<file path="src/rtl/crd_pkg.sv">
package crd_pkg;
  localparam int DIV_W   = 8;
  localparam int TBL_LEN = 16;
  localparam int TBL_W   = TBL_LEN * DIV_W;

  typedef enum logic [1:0] {ENC_PLUS1, ENC_DIRECT, ENC_POW2, ENC_TABLE} enc_e;

  typedef struct packed {
    logic             ok;
    logic [DIV_W-1:0] div;
  } dec_t;

  function automatic dec_t decode_code(enc_e enc, int unsigned code,
                                       logic [TBL_W-1:0] tbl,
                                       int unsigned min_div, int unsigned max_div);
    int unsigned d;
    dec_t        r;
    case (enc)
      ENC_PLUS1:  d = code + 1;
      ENC_DIRECT: d = code;
      ENC_POW2:   d = (code < DIV_W) ? (32'd1 << code) : 32'd0;
      default:    d = (code < TBL_LEN) ? 32'(tbl[code*DIV_W +: DIV_W]) : 32'd0;
    endcase
    r.ok  = (d != 0) && (d < (32'd1 << DIV_W)) &&
            ((enc == ENC_TABLE) || ((d >= min_div) && (d <= max_div)));
    r.div = DIV_W'(d);
    return r;
  endfunction
endpackage

</file>
<file path="src/rtl/crd_decode.sv">
module crd_decode
  import crd_pkg::*;
#(
  parameter enc_e             ENC     = ENC_PLUS1,
  parameter int               FIELD_W = 4,
  parameter int unsigned      MIN_DIV = 1,
  parameter int unsigned      MAX_DIV = 16,
  parameter logic [TBL_W-1:0] DIV_TBL = '0
) (
  input  logic [FIELD_W-1:0] code_i,
  output logic               ok_o,
  output logic [DIV_W-1:0]   div_o
);
  dec_t dec;

  always_comb begin
    dec   = decode_code(ENC, 32'(code_i), DIV_TBL, MIN_DIV, MAX_DIV);
    ok_o  = dec.ok;
    div_o = dec.div;
  end
endmodule

</file>
<file path="src/rtl/crd_regs.sv">
module crd_regs
  import crd_pkg::*;
#(
  parameter int             REG_W     = 32,
  parameter int             FIELD_LSB = 0,
  parameter int             FIELD_W   = 4,
  parameter bit             LATCH_EN  = 1'b0,
  parameter int             LATCH_BIT = 31,
  parameter logic [REG_W-1:0] RST_CTRL = '0,
  parameter logic [DIV_W-1:0] RST_DIV  = 1
) (
  input  logic             clk_i,
  input  logic             rst_ni,
  input  logic             wr_i,
  input  logic             addr_i,
  input  logic [REG_W-1:0] wdata_i,
  input  logic             dec_ok_i,
  input  logic [DIV_W-1:0] dec_div_i,
  output logic [REG_W-1:0] rdata_o,
  output logic [REG_W-1:0] ctrl_o,
  output logic [DIV_W-1:0] tgt_div_o,
  output logic             err_o
);
  localparam logic [REG_W-1:0] FMASK = ((REG_W'(1) << FIELD_W) - 1'b1) << FIELD_LSB;
  localparam logic [REG_W-1:0] LMASK = LATCH_EN ? (REG_W'(1) << LATCH_BIT) : '0;

  logic [REG_W-1:0] ctrl_q, ctrl_d;
  logic [DIV_W-1:0] staged_q, tgt_q;
  logic             err_q;
  logic             wr_ctrl, wr_stat, commit, pending;

  assign wr_ctrl = wr_i && !addr_i;
  assign wr_stat = wr_i && addr_i;
  assign commit  = LATCH_EN && wdata_i[LATCH_BIT];
  assign pending = LATCH_EN && (staged_q != tgt_q);

  // refused codes keep the old field; commit bit never stored
  always_comb begin
    ctrl_d = wdata_i & ~LMASK;
    if (!dec_ok_i) ctrl_d = (ctrl_d & ~FMASK) | (ctrl_q & FMASK);
  end

  always_ff @(posedge clk_i or negedge rst_ni) begin
    if (!rst_ni) begin
      ctrl_q   <= RST_CTRL;
      staged_q <= RST_DIV;
      tgt_q    <= RST_DIV;
      err_q    <= 1'b0;
    end else begin
      if (wr_ctrl) begin
        ctrl_q <= ctrl_d;
        if (dec_ok_i) staged_q <= dec_div_i;
        else          err_q    <= 1'b1;
        if (LATCH_EN) begin
          if (commit) tgt_q <= dec_ok_i ? dec_div_i : staged_q;
        end else if (dec_ok_i) begin
          tgt_q <= dec_div_i;
        end
      end
      if (wr_stat && wdata_i[0]) err_q <= 1'b0;
    end
  end

  assign rdata_o   = addr_i ? {{(REG_W-2){1'b0}}, pending, err_q} : ctrl_q;
  assign ctrl_o    = ctrl_q;
  assign tgt_div_o = tgt_q;
  assign err_o     = err_q;
endmodule

</file>
<file path="src/rtl/crd_gen.sv">
module crd_gen
  import crd_pkg::*;
#(
  parameter logic [DIV_W-1:0] RST_DIV = 1
) (
  input  logic             clk_i,
  input  logic             rst_ni,
  input  logic [DIV_W-1:0] tgt_div_i,
  output logic [DIV_W-1:0] act_div_o,
  output logic             period_end_o,
  output logic             clk_div_o
);
  logic [DIV_W-1:0] cnt_q, act_q;
  logic             q_q, at_end;

  assign at_end = (cnt_q == act_q - 1'b1);

  always_ff @(posedge clk_i or negedge rst_ni) begin
    if (!rst_ni) begin
      cnt_q <= '0;
      act_q <= RST_DIV;
      q_q   <= (RST_DIV > 1);
    end else if (at_end) begin
      cnt_q <= '0;
      act_q <= tgt_div_i;
      q_q   <= (tgt_div_i > 1);
    end else begin
      cnt_q <= cnt_q + 1'b1;
      q_q   <= ((cnt_q + 1'b1) < (act_q >> 1));
    end
  end

  // divide-by-one has no registered form: pass the input through
  assign clk_div_o    = (act_q == 1) ? clk_i : q_q;
  assign act_div_o    = act_q;
  assign period_end_o = at_end;
endmodule

</file>
<file path="src/rtl/clk_rate_div.sv">
module clk_rate_div
  import crd_pkg::*;
#(
  parameter int               REG_W     = 32,
  parameter enc_e             ENC       = ENC_PLUS1,
  parameter int               FIELD_LSB = 0,
  parameter int               FIELD_W   = 4,
  parameter int unsigned      MIN_DIV   = 1,
  parameter int unsigned      MAX_DIV   = 16,
  parameter logic [TBL_W-1:0] DIV_TBL   = '0,
  parameter int               RST_FIELD = 0,
  parameter bit               LATCH_EN  = 1'b0,
  parameter int               LATCH_BIT = 31,
  parameter bit               IDLE_EN   = 1'b0,
  parameter int               IDLE_BIT  = 30,
  parameter bit               IDLE_INV  = 1'b0
) (
  input  logic             clk_i,
  input  logic             rst_ni,
  input  logic             reg_wr_i,
  input  logic             reg_addr_i,
  input  logic [REG_W-1:0] reg_wdata_i,
  output logic [REG_W-1:0] reg_rdata_o,
  output logic             clk_div_o,
  output logic             autoidle_o
);
  localparam dec_t RST_DEC = decode_code(ENC, RST_FIELD, DIV_TBL, MIN_DIV, MAX_DIV);
  localparam logic [DIV_W-1:0] RST_DIV = RST_DEC.div;
  localparam logic [REG_W-1:0] RST_CTRL =
    (REG_W'(RST_FIELD) << FIELD_LSB) | (REG_W'(IDLE_EN && IDLE_INV) << IDLE_BIT);

  logic             dec_ok, period_end, err_flag;
  logic [DIV_W-1:0] dec_div, tgt_div, act_div;
  logic [REG_W-1:0] ctrl;

  crd_decode #(
    .ENC(ENC), .FIELD_W(FIELD_W), .MIN_DIV(MIN_DIV), .MAX_DIV(MAX_DIV), .DIV_TBL(DIV_TBL)
  ) u_dec (
    .code_i(reg_wdata_i[FIELD_LSB +: FIELD_W]),
    .ok_o  (dec_ok),
    .div_o (dec_div)
  );

  crd_regs #(
    .REG_W(REG_W), .FIELD_LSB(FIELD_LSB), .FIELD_W(FIELD_W), .LATCH_EN(LATCH_EN),
    .LATCH_BIT(LATCH_BIT), .RST_CTRL(RST_CTRL), .RST_DIV(RST_DIV)
  ) u_regs (
    .clk_i    (clk_i),
    .rst_ni   (rst_ni),
    .wr_i     (reg_wr_i),
    .addr_i   (reg_addr_i),
    .wdata_i  (reg_wdata_i),
    .dec_ok_i (dec_ok),
    .dec_div_i(dec_div),
    .rdata_o  (reg_rdata_o),
    .ctrl_o   (ctrl),
    .tgt_div_o(tgt_div),
    .err_o    (err_flag)
  );

  crd_gen #(.RST_DIV(RST_DIV)) u_gen (
    .clk_i       (clk_i),
    .rst_ni      (rst_ni),
    .tgt_div_i   (tgt_div),
    .act_div_o   (act_div),
    .period_end_o(period_end),
    .clk_div_o   (clk_div_o)
  );

  if (IDLE_EN) begin : g_idle
    assign autoidle_o = ctrl[IDLE_BIT] ^ IDLE_INV;
  end else begin : g_no_idle
    assign autoidle_o = 1'b0;
  end
endmodule

</file>
<file path="config.mk">
export PLATFORM = sky130hd
export DESIGN_NAME = clk_rate_div
export DESIGN_NICKNAME = d
export VERILOG_FILES = /design/src/rtl/crd_pkg.sv /design/src/rtl/crd_decode.sv /design/src/rtl/crd_regs.sv /design/src/rtl/crd_gen.sv /design/src/rtl/clk_rate_div.sv
export SDC_FILE = /design/constraint.sdc
export NUM_CORES = 1
export LEC_CHECK = 0
export BUFFER_PORTS_ARGS = -buffer_cell sky130_fd_sc_hd__buf_2
export CORE_ASPECT_RATIO = 1.2
export CORE_UTILIZATION = 48
export DETAILED_ROUTE_END_ITERATION = 7
export GPL_ROUTABILITY_DRIVEN = 0
export PLACE_DENSITY = 0.81
export RECOVER_POWER = 25
export SLEW_MARGIN = 20
export SYNTH_ARGS = -nofsm -noshare
export SYNTH_HDL_FRONTEND = slang
export SYNTH_SLANG_ARGS = --single-unit
</file>
<file path="constraint.sdc">
create_clock -name clk_i -period 2 [get_ports clk_i]
set_input_delay 0.1 -clock clk_i [delete_from_list [all_inputs] [get_ports clk_i]]
set_output_delay 0.1 -clock clk_i [all_outputs]
set_load 0.01 [all_outputs]
</file>
==> results.py <==
metrics = {
    "outcome": {
        "outcome": "finished with violations",
        "violations": "DRC, setup timing",
    },
    "critical_path": {
        "crit_family": "compound AO/OA/AOI/OAI gates",
        "slowest_delay_ns": 0.59,
        "setup.worst_path.end_class": "register",
        "r2r_slack_ns": -0.07,
        "cp_num_buf_inv": 1,
        "start_kind": "register",
        "critPathRequiredTime_ns": 2.30,
        "path_max_fanout": 6,
        "critPathArrivalTime_ns": 2.36,
        "path_cells": "nor2_2, a211o_1, a2111oi_4, and3_1, buf_6, mux2_4",
        "crit_type": "register to register",
        "cp_slowest_cell": "dfstp_2",
    },
    "route": {
        "postRouteAntennaNets": 0,
        "via_per_inst": 5.34,
        "routed_wl_mm": 6.57,
        "first_pass_iters": 6,
        "drt_iter0_markers": 121,
        "drt-wirelength-per-cell_um": 15.8,
        "drc": 4,
        "vias": 2226,
    },
    "floorplan": {
        "die_y_um": 84.2,
        "ios": 70,
        "dieArea_um2": 5930,
        "initial_core_util": 0.503,
        "die_w_um": 70.5,
        "core_um2": 5370,
        "std_cell_rows": 29,
    },
    "logic_synthesis": {
        "synth_nets": 282,
        "synth_area_um2": 2700,
        "netlist_instances": 237,
        "ys_ff_latch": 52,
        "synth_warnings": 0,
        "synth_area_per_cell_um2": 11.4,
        "ys_types": 40,
        "synth_seq_area_share": 0.483,
    },
    "layout": {
        "area_delta_synth_final_pct": 39.3,
        "finalNonFillerCells": 417,
        "multiInputGateArea_um2": 1400,
        "fin_nets": 399,
        "fillCellCount": 367,
        "register_area_um2": 1310,
        "post-route-util": 0.701,
        "drive_gt1_frac": 0.448,
        "n_antenna_cell": 0,
    },
    "placement": {
        "hpwl_mm": 4.04,
        "pre_cts_slack_ns": -0.0955,
        "dp.cells": 373,
        "io_buffers": 68,
    },
    "global_routing": {
        "antenna_found_initial": 0,
        "grt_use_met2": 0.401,
        "grt_pass1_vias": 2416,
        "grt_util_all_layers": 0.236,
        "use_met3": 0.0648,
        "use_met1": 0.289,
        "grt_pass1_wl_mm": 10.9,
        "grt.busiest_layer": "met2",
        "grt_max_degree": 29,
        "grt.overflow.total": 0,
    },
    "hold_path": {
        "hold_class": "input port to register",
    },
    "cts": {
        "clk_pin_slew_ns": 0.10,
        "cts_tree": "built",
        "insertion_delay_ns": 0.40,
    },
    "sta": {
        "finalWorstSetupSlack_ns": -0.0686,
        "max_freq_mhz": 483,
        "rsz0062_at_grt": "true",
        "hold_slack_ns": 0.0143,
        "maxSlewHeadroom": 0.299,
        "fin_skew_ns": 0.00416,
        "maxSlewViolCount": 0,
        "hold_viol": 0,
        "setup_violations": 11,
        "setup-tns-final_ns": -0.313,
        "period_share": 1.03,
        "worst_slew_pin_slew_ns": 1.05,
        "period_needed_ns": 2.07,
    },
    "pwr": {
        "power_density_nw_per_um2": 687,
        "vdd_drop_max_mv": 0.548,
        "leakagePower_nw": 1.73,
    },
    "flow_run": {
        "cap_violations": 0,
    },
}
[sequential cells by signal (all words and copies together) (netlist names)]
signal and cells:
u_gen.act_div_o 5, u_gen.cnt_q 8, u_gen.q_q 1, u_regs.ctrl_o 32, u_regs.err_o 1, u_regs.tgt_div_o 5
[cells in the mapped netlist]
master     number  area share
a2111oi_2       1      0.0056
a211o_1         1      0.0032
a211oi_1        1      0.0028
a21oi_1         6       0.011
a31oi_1         4      0.0093
and2_1          5       0.012
and3_1          2      0.0046
buf_1           2      0.0028
buf_2           1      0.0019
buf_4           1      0.0028
buf_6           1      0.0042
clkbuf_1        6      0.0083
clkbuf_2        1      0.0019
conb_1          1      0.0014
dfrtp_1        50        0.46
dfstp_2         2       0.019
ha_1            9       0.042
inv_1           8       0.011
mux2_2         36        0.15
mux2_4          5       0.028
mux2i_1         1      0.0037
nand2_1         7      0.0097
nand2b_1        1      0.0023
nand3_1         6       0.011
nand4_1         4      0.0093
nor2_1         11       0.015
nor2b_1        32       0.074
nor3_1          3      0.0056
nor3_2          1      0.0037
nor3b_1         1      0.0028
nor4_1          1      0.0023
o21ai_0         5      0.0093
o21bai_1        1      0.0028
o221a_2         1      0.0042
o22ai_1         1      0.0023
or2_2           1      0.0023
or2b_2          1      0.0032
or4_1           1      0.0028
xnor2_1        10       0.032
xor2_1          5       0.016
[kinds of logic (layout without fill, tap and decap cells)]
kind of cell,count (synthesis),count (layout),synth area share
AO/OA/AOI/OAI,21,21,0.0505
AND/OR/NAND/NOR,77,77,0.161
buffers and inverters,20,138,0.0329
XOR/XNOR,15,15,0.0486
multiplexers,42,42,0.182
flip-flops,52,52,0.483
adder cells (fa/ha/maj),9,9,0.0417
other,1,1,0.00139
[cells in the final DEF (no fill, tap or decap), types with 2 or more instances in the layout]
cell and instances:
xor2_1 5, and3_1 2, ha_4 2, dlygate4sd3_1 29
clkbuf_8 8, a31oi_1 4, mux2_4 5, buf_6 2
inv_1 7, a21oi_1 6, and2_1 4, buf_4 18
nor2b_1 31, mux2_2 36, ha_1 7, nor3_1 3
dfstp_2 2, nand2_1 6, xnor2_1 8, dfrtp_1 49
buf_2 67, o21ai_0 4, nand3_1 6, nand4_1 4
nor2_1 10, clkbuf_1 2
[area by class of cell]
cell class | instances | share of cell area
Multi-Input combinational cell | 165 | 0.372
Inverter | 8 | 0.00798
Sequential cell | 52 | 0.347
Clock inverter | 3 | 0.0123
Clock buffer | 9 | 0.0306
Timing Repair Buffer | 118 | 0.210
Tap cell | 62 | 0.0206
[where the power goes]
| group | total (mW) | internal [mW] | switching, mW |
|---|---|---|---|
| clock network | 0.888 | 0.505 | 0.383 |
| registers | 1.24 | 1.17 | 0.0642 |
| logic | 0.459 | 0.257 | 0.203 |
| total | 2.58 | 1.93 | 0.650 |
[metal layers]
layer / wire length [um] / share of wire / up-vias
met2: 3460 / 0.53 / 65
met4: 97 / 0.015 / 0
met3: 323 / 0.049 / 12
met1: 2700 / 0.41 / 1111
li1: - / - / 1038
met5: 0 / 0 / -
[timing repair]
item                       in CTS  in global routing
hold endpoints to repair       78                  0
setup endpoints to repair       5                 14
hold buffers                   29                  0
resized for setup               5                 11
pin swaps                       2                  1
buffers inserted                4                  0
[tightest hold or removal path, stage by stage]
cell	delay, ns
buf_2	0.09
nand2_1	0.06
nand2_1	0.05
o21ai_0	0.07
[final timing paths]
check	startpoint	to	cells after the start
hold reg to reg	u_regs.ctrl_o[19]	u_regs.ctrl_o[19]	1
min in group asynchronous	rst_ni	u_regs.tgt_div_o[4]	2
max in group asynchronous	rst_ni	u_gen.act_div_o[1]	3
hold / removal	reg_wr_i	u_regs.err_o	4
setup reg to reg	u_gen.act_div_o[0]	u_gen.act_div_o[1]	6
setup / recovery	u_gen.act_div_o[0]	u_gen.act_div_o[1]	6
[through the flow]
stage          instance area [um2]  total power [mW]
6_report                      3760              2.58
5_1_grt                       3760              2.70
4_1_cts                       3700              2.60
3_5_place_dp                  3200              1.67
3_3_place_gp                  3200              1.64
2_1_floorplan                 2700              1.49
No activity file was read; power rests on OpenSTA's default activity.
